[src/rtl/prbs7_pkg.sv]
// Shared constants and helpers for the PRBS-7 test engine.
// Assumes the history register keeps the newest bit in position 0.
package prbs7_pkg;
    localparam int ORDER    = 7;   // register length of the sequence
    localparam int TAP_FAR  = 7;   // x^7 term: bit seven positions back
    localparam int TAP_NEAR = 6;   // x^6 term: bit six positions back
    localparam int SEED_CW  = $clog2(ORDER + 1);

    typedef logic [ORDER-1:0] hist_t;

    // Predicted next bit from a history of earlier bits.
    function automatic logic predict_bit(hist_t h);
        return h[TAP_FAR-1] ^ h[TAP_NEAR-1];
    endfunction

    // Push a new bit into the history, dropping the oldest.
    function automatic hist_t push_bit(hist_t h, logic b);
        return {h[ORDER-2:0], b};
    endfunction
endpackage

[src/rtl/prbs7_tx_gen.sv]
// Transmit pattern source: emits WORD_W sequence bits per clock while enabled,
// bit 0 earliest. Restarts from an all-ones history whenever disabled.
// Assumes WORD_W >= 7 so no generated word can be all zeros.
module prbs7_tx_gen
    import prbs7_pkg::*;
#(
    parameter int WORD_W = 10
) (
    input  logic              clk,
    input  logic              rst_n,
    input  logic              prbs_en,
    output logic [WORD_W-1:0] tx_word
);
    hist_t             gen_q;
    hist_t             gen_n;
    logic [WORD_W-1:0] word_n;

    // Unroll WORD_W steps of the recurrence for one word.
    always_comb begin
        hist_t h;
        logic  b;
        h      = gen_q;
        word_n = '0;
        for (int i = 0; i < WORD_W; i++) begin
            b         = predict_bit(h);
            word_n[i] = b;
            h         = push_bit(h, b);
        end
        gen_n = h;
    end

    // Hold the history and register the outgoing word.
    always_ff @(posedge clk) begin
        if (!rst_n || !prbs_en) begin
            gen_q   <= '1;
            tx_word <= '0;
        end else begin
            gen_q   <= gen_n;
            tx_word <= word_n;
        end
    end
endmodule

[src/rtl/prbs7_rx_chk.sv]
// Receive checker: seeds its history from the first ORDER received bits, then
// compares each later bit with the prediction. Self-synchronizing: the history
// always takes the received bit, right or wrong. word_err is combinational.
module prbs7_rx_chk
    import prbs7_pkg::*;
#(
    parameter int WORD_W = 10
) (
    input  logic              clk,
    input  logic              rst_n,
    input  logic              prbs_en,
    input  logic [WORD_W-1:0] rx_word,
    output logic              word_err
);
    hist_t              hist_q;
    hist_t              hist_n;
    logic [SEED_CW-1:0] seed_q;
    logic [SEED_CW-1:0] seed_n;
    logic               err_raw;

    // Walk the word bit by bit: seed first, then predict and compare.
    always_comb begin
        hist_t              h;
        logic [SEED_CW-1:0] c;
        h       = hist_q;
        c       = seed_q;
        err_raw = 1'b0;
        for (int i = 0; i < WORD_W; i++) begin
            if (c < SEED_CW'(ORDER)) begin
                c = c + SEED_CW'(1);
            end else if (predict_bit(h) != rx_word[i]) begin
                err_raw = 1'b1;
            end
            h = push_bit(h, rx_word[i]);
        end
        hist_n = h;
        seed_n = c;
    end

    assign word_err = prbs_en & err_raw;

    // Keep history and seed count; clear both when idle.
    always_ff @(posedge clk) begin
        if (!rst_n || !prbs_en) begin
            hist_q <= '0;
            seed_q <= '0;
        end else begin
            hist_q <= hist_n;
            seed_q <= seed_n;
        end
    end
endmodule

[src/rtl/prbs7_status.sv]
// Pass/fail register: live mode copies the last word's result, held mode
// keeps the first failure until the test is stopped or reset.
module prbs7_status (
    input  logic clk,
    input  logic rst_n,
    input  logic prbs_en,
    input  logic latch_fail,
    input  logic word_err,
    output logic status_ok
);
    // Update the single status bit from the current word's result.
    always_ff @(posedge clk) begin
        if (!rst_n || !prbs_en) begin
            status_ok <= 1'b1;
        end else if (latch_fail) begin
            status_ok <= status_ok & ~word_err;
        end else begin
            status_ok <= ~word_err;
        end
    end
endmodule

[src/rtl/prbs7_bert.sv]
// Top of the PRBS-7 test engine: generator, checker and status register.
// Assumes one received word per clock while prbs_en is high.
module prbs7_bert #(
    parameter int WORD_W = 10
) (
    input  logic              clk,
    input  logic              rst_n,
    input  logic              prbs_en,
    input  logic              latch_fail,
    input  logic [WORD_W-1:0] rx_word,
    output logic [WORD_W-1:0] tx_word,
    output logic              status_ok
);
    logic word_err;

    prbs7_tx_gen #(.WORD_W(WORD_W)) u_gen (
        .clk     (clk),
        .rst_n   (rst_n),
        .prbs_en (prbs_en),
        .tx_word (tx_word)
    );

    prbs7_rx_chk #(.WORD_W(WORD_W)) u_chk (
        .clk      (clk),
        .rst_n    (rst_n),
        .prbs_en  (prbs_en),
        .rx_word  (rx_word),
        .word_err (word_err)
    );

    prbs7_status u_stat (
        .clk        (clk),
        .rst_n      (rst_n),
        .prbs_en    (prbs_en),
        .latch_fail (latch_fail),
        .word_err   (word_err),
        .status_ok  (status_ok)
    );
endmodule

[config.mk]
export PLATFORM = sky130hd
export DESIGN_NAME = prbs7_bert
export DESIGN_NICKNAME = d
export VERILOG_FILES = /design/src/rtl/prbs7_pkg.sv /design/src/rtl/prbs7_tx_gen.sv /design/src/rtl/prbs7_rx_chk.sv /design/src/rtl/prbs7_status.sv /design/src/rtl/prbs7_bert.sv
export SDC_FILE = /design/constraint.sdc
export NUM_CORES = 1
export LEC_CHECK = 0
export BUFFER_PORTS_ARGS = -buffer_cell sky130_fd_sc_hd__buf_2
export CORE_MARGIN = 2
export CORE_UTILIZATION = 31
export DETAILED_ROUTE_END_ITERATION = 7
export GPL_TIMING_DRIVEN = 1
export SLEW_MARGIN = 20
export SYNTH_ARGS = -nofsm -noshare
export SYNTH_HDL_FRONTEND = slang
export SYNTH_SLANG_ARGS = --single-unit
[constraint.sdc]
create_clock -name clk -period 3.1 [get_ports clk]
set_clock_uncertainty 0.2 [all_clocks]
set_input_delay 0.155 -clock clk [delete_from_list [all_inputs] [get_ports clk]]
set_output_delay 0.155 -clock clk [all_outputs]
set_load 0.02 [all_outputs]
* Word-level counts from Yosys, hierarchy flattened
Cells that the tools add are included.
Cells by class: add/sub/neg operators 10, order comparisons 10, equal/unequal tests 10, mux-type cells 31, bitwise logic cells 23, reductions and logical operators 3
Operators with widths (number):
- $add A3 B1 Y3 const B | 10
- $lt A3 B3 Y1 const B | 10
- $mux W3 | 10
- $mux W1 | 21
- $xor A1 B1 Y1 | 20
- $ne A1 B1 Y1 | 10
- $and A1 B1 Y1 | 2
- $logic_not A1 Y1 | 2
- $logic_or A1 B1 Y1 | 1
- $not A1 Y1 | 1
Storage, ports and cells: register bits after elaboration 28, input port bits 14, output and inout bits 11, logic and storage cells 92

* Logic depth before layout (Yosys ltp)
depth after elaboration 26, mapped depth 13, gate-level depth less buffers 11

* By module
From an unflattened synthesis, not the netlist that was laid out.
Second synthesis, totals: cell total of the unflattened synthesis 233, area, all modules 1981.9 µm²
By module, submodules not included:
- prbs7_rx_chk | times used 1, cells an instance 182, area each 1420.1 µm², sequential area each 200.2 µm²
- prbs7_tx_gen | times used 1, cells an instance 48, area each 523.0 µm², sequential area each 340.3 µm²
- prbs7_status | times used 1, cells an instance 3, area each 38.8 µm², sequential area each 20.0 µm²

* Worst setup path after synthesis
No wires, ideal clock.
path type flip-flop to flip-flop, start point reg u_chk.seed_q[1], end point reg u_stat.status_ok, setup time 0.087 ns, arrival 3.000 ns, required time 2.813 ns, slack -0.187 ns, stages on the path, launching flop included 13, path buffers 2, period minus slack after synthesis 3.287 ns, path through dfxtp_1 -> ha_1 -> buf_2 -> nor2_1 -> inv_1 -> ha_1 -> buf_2 -> mux2_4 -> a32o_2 -> or4b_4 -> a41oi_2 -> a311oi_1 -> o31ai_1
On the way: longest elaborated chain between the ends 24, elaborated cells on any way between the ends 51, those cells by class add/sub (9); order compare (10); mux (29); bitwise (3)
RTL lines:
- from (decl) | line prbs7_rx_chk.sv:17 | logic [SEED_CW-1:0] seed_q;
- from (signal assigned) | line prbs7_rx_chk.sv:49 | seed_q <= seed_n;
- $add A3 B1 Y3 / $lt A3 B3 Y1 (equally long branches) | line prbs7_rx_chk.sv:30, prbs7_rx_chk.sv:29
- $mux W3 / $mux W1 (equally long branches) | line prbs7_rx_chk.sv:29 | if (c < SEED_CW'(ORDER)) begin
- $add A3 B1 Y3, or another cell as far along | line prbs7_rx_chk.sv:30 | c = c + SEED_CW'(1);
- $mux W3 / $mux W1 (equally long branches) | line prbs7_rx_chk.sv:29
- $add A3 B1 Y3, or another cell as far along | line prbs7_rx_chk.sv:30
- $mux W3 / $mux W1 (equally long branches) | line prbs7_rx_chk.sv:29
- $add A3 B1 Y3, or another cell as far along | line prbs7_rx_chk.sv:30
- $mux W3 / $mux W1 (equally long branches) | line prbs7_rx_chk.sv:29
- [... 8 more ...]
- $add A3 B1 Y3, or another cell as far along | line prbs7_rx_chk.sv:30
- $mux W3 / $mux W1 (equally long branches) | line prbs7_rx_chk.sv:29
- $lt A3 B3 Y1 / $mux W1 (equally long branches) | line prbs7_rx_chk.sv:29, prbs7_rx_chk.sv:31
- $mux W1 * | line prbs7_rx_chk.sv:29
- $and A1 B1 Y1 * | line prbs7_rx_chk.sv:40 | assign word_err = prbs_en & err_raw;
- $not A1 Y1 * | line prbs7_status.sv:16, prbs7_status.sv:18
- $and A1 B1 Y1 | line prbs7_status.sv:16 | status_ok <= status_ok & ~word_err;
- $mux W1 * | line prbs7_status.sv:15 | end else if (latch_fail) begin
- to (signal assigned) | line prbs7_status.sv:16
- to (signal assigned) | line prbs7_status.sv:18 | status_ok <= ~word_err;
- to (decl) | line prbs7_status.sv:9 | output logic status_ok
Every way passes the cells marked *; elsewhere a longest branch is shown, timed or not. A chain may end at the register's enable or synchronous reset.

* Final worst setup path
start point reg u_chk.seed_q[0], end point reg u_stat.status_ok
The elaborated chain is that of the path after synthesis.

==> results_dict.tcl <==
set metrics [dict create \
    finalSetupViolations 0 \
    cts_buffer_depth 2 \
    slew_violations 0 \
    synth_edf_count 0 \
    cts-htree-levels 1 \
    violations "hold timing" \
    ys_seq_elements 28 \
    boundaryPins 25 \
    crit_fanout 17 \
    antenna_cells 0 \
    num_rows 26 \
    multi_input_area_mm2 0.00107 \
    synth_top_family_by_area "simple AND/OR/NAND/NOR gates" \
    drv_cap 0 \
    n_fill_cell 530 \
    syn_inst 194 \
    io_buffers 24 \
    start_kind "register" \
    synth-seq-area-share 0.337 \
    start_util 0.324 \
    numCtsBuffers 3 \
    tightestPinTransition_ns 0.494 \
    viasPerCell 4.85 \
    crit_type "register to register" \
    critPathRequiredTime_ns 3.09 \
    layout_commonest_cell "dfxtp_1" \
    slew_headroom 0.667 \
    fmax_ghz 0.337 \
    irDropWorstVdd_uv 511 \
    synthAdderAreaFrac 0.0150 \
    finalSetupTns_ns 0 \
    synth_nets 210 \
    grt_pass1_vias 1338 \
    clk-insertion-delay-late_ns 0.27 \
    power.leakage_nw 0.906 \
    synth_simple_gate_area_frac 0.225 \
    antenna_found_initial 0 \
    power.density_mw_per_mm2 828 \
    fin_ws_ns 0.136 \
    timing.final.crit_share 0.956 \
    overflow 0 \
    synthFlopType "dfxtp_1" \
    grt_use_total 0.124 \
    crit_path_end_kind "register" \
    nets 251 \
    seq_area_um2 562 \
    synthXorXnorAreaFrac 0.152 \
    async_reset_ff_frac 0 \
    syn_avg_cell_area_um2 8.57 \
    ys_warn_count 0 \
    synthDistinctLibCells 51 \
    clkSlewWorstSetupHoldPaths_ns 0.09 \
    outcome "finished, violations left" \
    dp_slack_ns 0.119 \
    worst-endpoint-arrival_ns 2.95 \
    drive_above_1_share 0.235 \
    fin_area_mm2 0.00213 \
    syn_area_mm2 0.00166 \
    core_area_mm2 0.00514 \
    cts_root_buffer "clkbuf_8" \
    clock-sinks 28 \
    totalPowerFinal_mw 1.76 \
    vias 1473 \
    finalWirelength_um 3670 \
    grt_max_degree 18 \
    die_x_um 77.2 \
    muxShareOfSynthArea 0.0278 \
    area_growth_syn_to_layout_pct 28.1 \
    routed_wire_length_per_instance_um 12.1 \
    place_hpwl_um 2780 \
    cts_tree "yes" \
    grt_pass1_wl_um 6090 \
    drt-initial-drc-count 72 \
    dpl_cell_area_mm2 0.00191 \
    min_path_type "input port to register" \
    synth-compound-area-share 0.199 \
    final_cell_mix "27 x dfxtp_1, 24 x buf_2, 19 x xnor2_1, 18 x nor2_1, 15 x nand2_1" \
    die_h_um 77.2 \
    firstDrtPassIters 4 \
    hold_viol_final 1 \
    min_period_ns 2.96 \
    ant_nets 0 \
    hold_ws_ns -0.000537 \
    drc 0 \
    finalWeightedCongestion 0.805 \
    die-area_mm2 0.00597 \
]
==> registers in the layout (all words and copies together) (netlist names) <==
signal	cells
u_stat.status_ok	1
u_gen.gen_q	7
u_chk.seed_q	3
u_chk.hist_q	7
u_gen.tx_word	10
==> Yosys cell counts, types with 3 or more instances <==
library cell	count	area [um2]
a21oi_1	5	25.0
a2bb2oi_1	3	26.3
a31oi_1	5	31.3
and2_1	3	18.8
and3_1	9	56.3
buf_2	5	25.0
clkbuf_1	5	18.8
dfxtp_1	28	561
inv_1	5	18.8
nand2_1	15	56.3
nand2b_1	4	25.0
nand3_1	3	15.0
nor2_1	19	71.3
nor2b_1	4	25.0
o211ai_1	4	30.0
o21ai_0	7	35.0
or3_1	3	18.8
xnor2_1	20	175
xor2_1	7	61.3
==> per-stage QoR <==
step,utilization,instances
5_1_grt,0.414,304
2_1_floorplan,-,194
6_report,0.414,304
3_3_place_gp,0.372,287
3_5_place_dp,0.372,287
4_1_cts,0.409,303
==> layout make-up <==
| class | count | area share |
|---|---|---|
| timing repair buffer | 47 | 0.152 |
| clock inverter | 1 | 0.0141 |
| multi-input combinational | 150 | 0.501 |
| clock buffer | 3 | 0.0194 |
| sequential | 28 | 0.264 |
| inverter | 5 | 0.00881 |
| tap | 70 | 0.0411 |
==> path summary, 6_finish.rpt <==
kind / end / depth (start not counted) / slack (ns) / start
max reg2reg: u_stat.status_ok / 9 / 0.14 / u_chk.seed_q[0]
min: u_chk.hist_q[6] / 2 / -0.0005 / rst_n
max: u_stat.status_ok / 9 / 0.14 / u_chk.seed_q[0]
min reg2reg: u_gen.gen_q[5] / 2 / 0.35 / u_gen.gen_q[1]
==> report_power, final <==
part           switching (mW)  internal (mW)
Combinational           0.574          0.493
Clock                   0.110          0.173
Sequential             0.0208          0.392
Total                   0.705           1.06
==> layer usage <==
| layer | part of all wire | track usage | wire length (um) | up-vias |
|---|---|---|---|---|
| met5 | 0 | 0 | 0 | - |
| met4 | 0.016 | 0.0446 | 60 | 0 |
| met3 | 0.045 | 0.0212 | 166 | 8 |
| met2 | 0.46 | 0.212 | 1700 | 46 |
| met1 | 0.47 | 0.156 | 1740 | 653 |
| li1 | - | - | - | 766 |
==> kinds of logic (layout without fill, tap and decap cells) <==
kind of cell | Yosys count | after routing
and+or+nand+nor | 71 | 71
adders and majority gates | 2 | 2
xor gates and xnor gates | 28 | 28
DFF | 28 | 28
AOI/OAI and AO/OA | 45 | 45
muxes | 4 | 4
buffers and inverters | 16 | 56
==> worst max-delay path: stages (launching register included) <==
cell and delay [ns]:
dfxtp_1 0.36, buf_4 0.22, a21bo_2 0.28, ha_4 0.21, mux2_4 0.27, a32o_2 0.28, or4b_4 0.57, a41oi_2 0.18
a311oi_1 0.07, o31ai_1 0.23
==> repair_timing <==
item | in CTS | in global routing
resized for setup | 0 | 3
endpoints found under the setup margin | 0 | 1
hold buffers | 12 | 0
endpoints found under the hold margin | 7 | 0
buffers inserted | 0 | 1
Power figures use the tool's default switching activity.
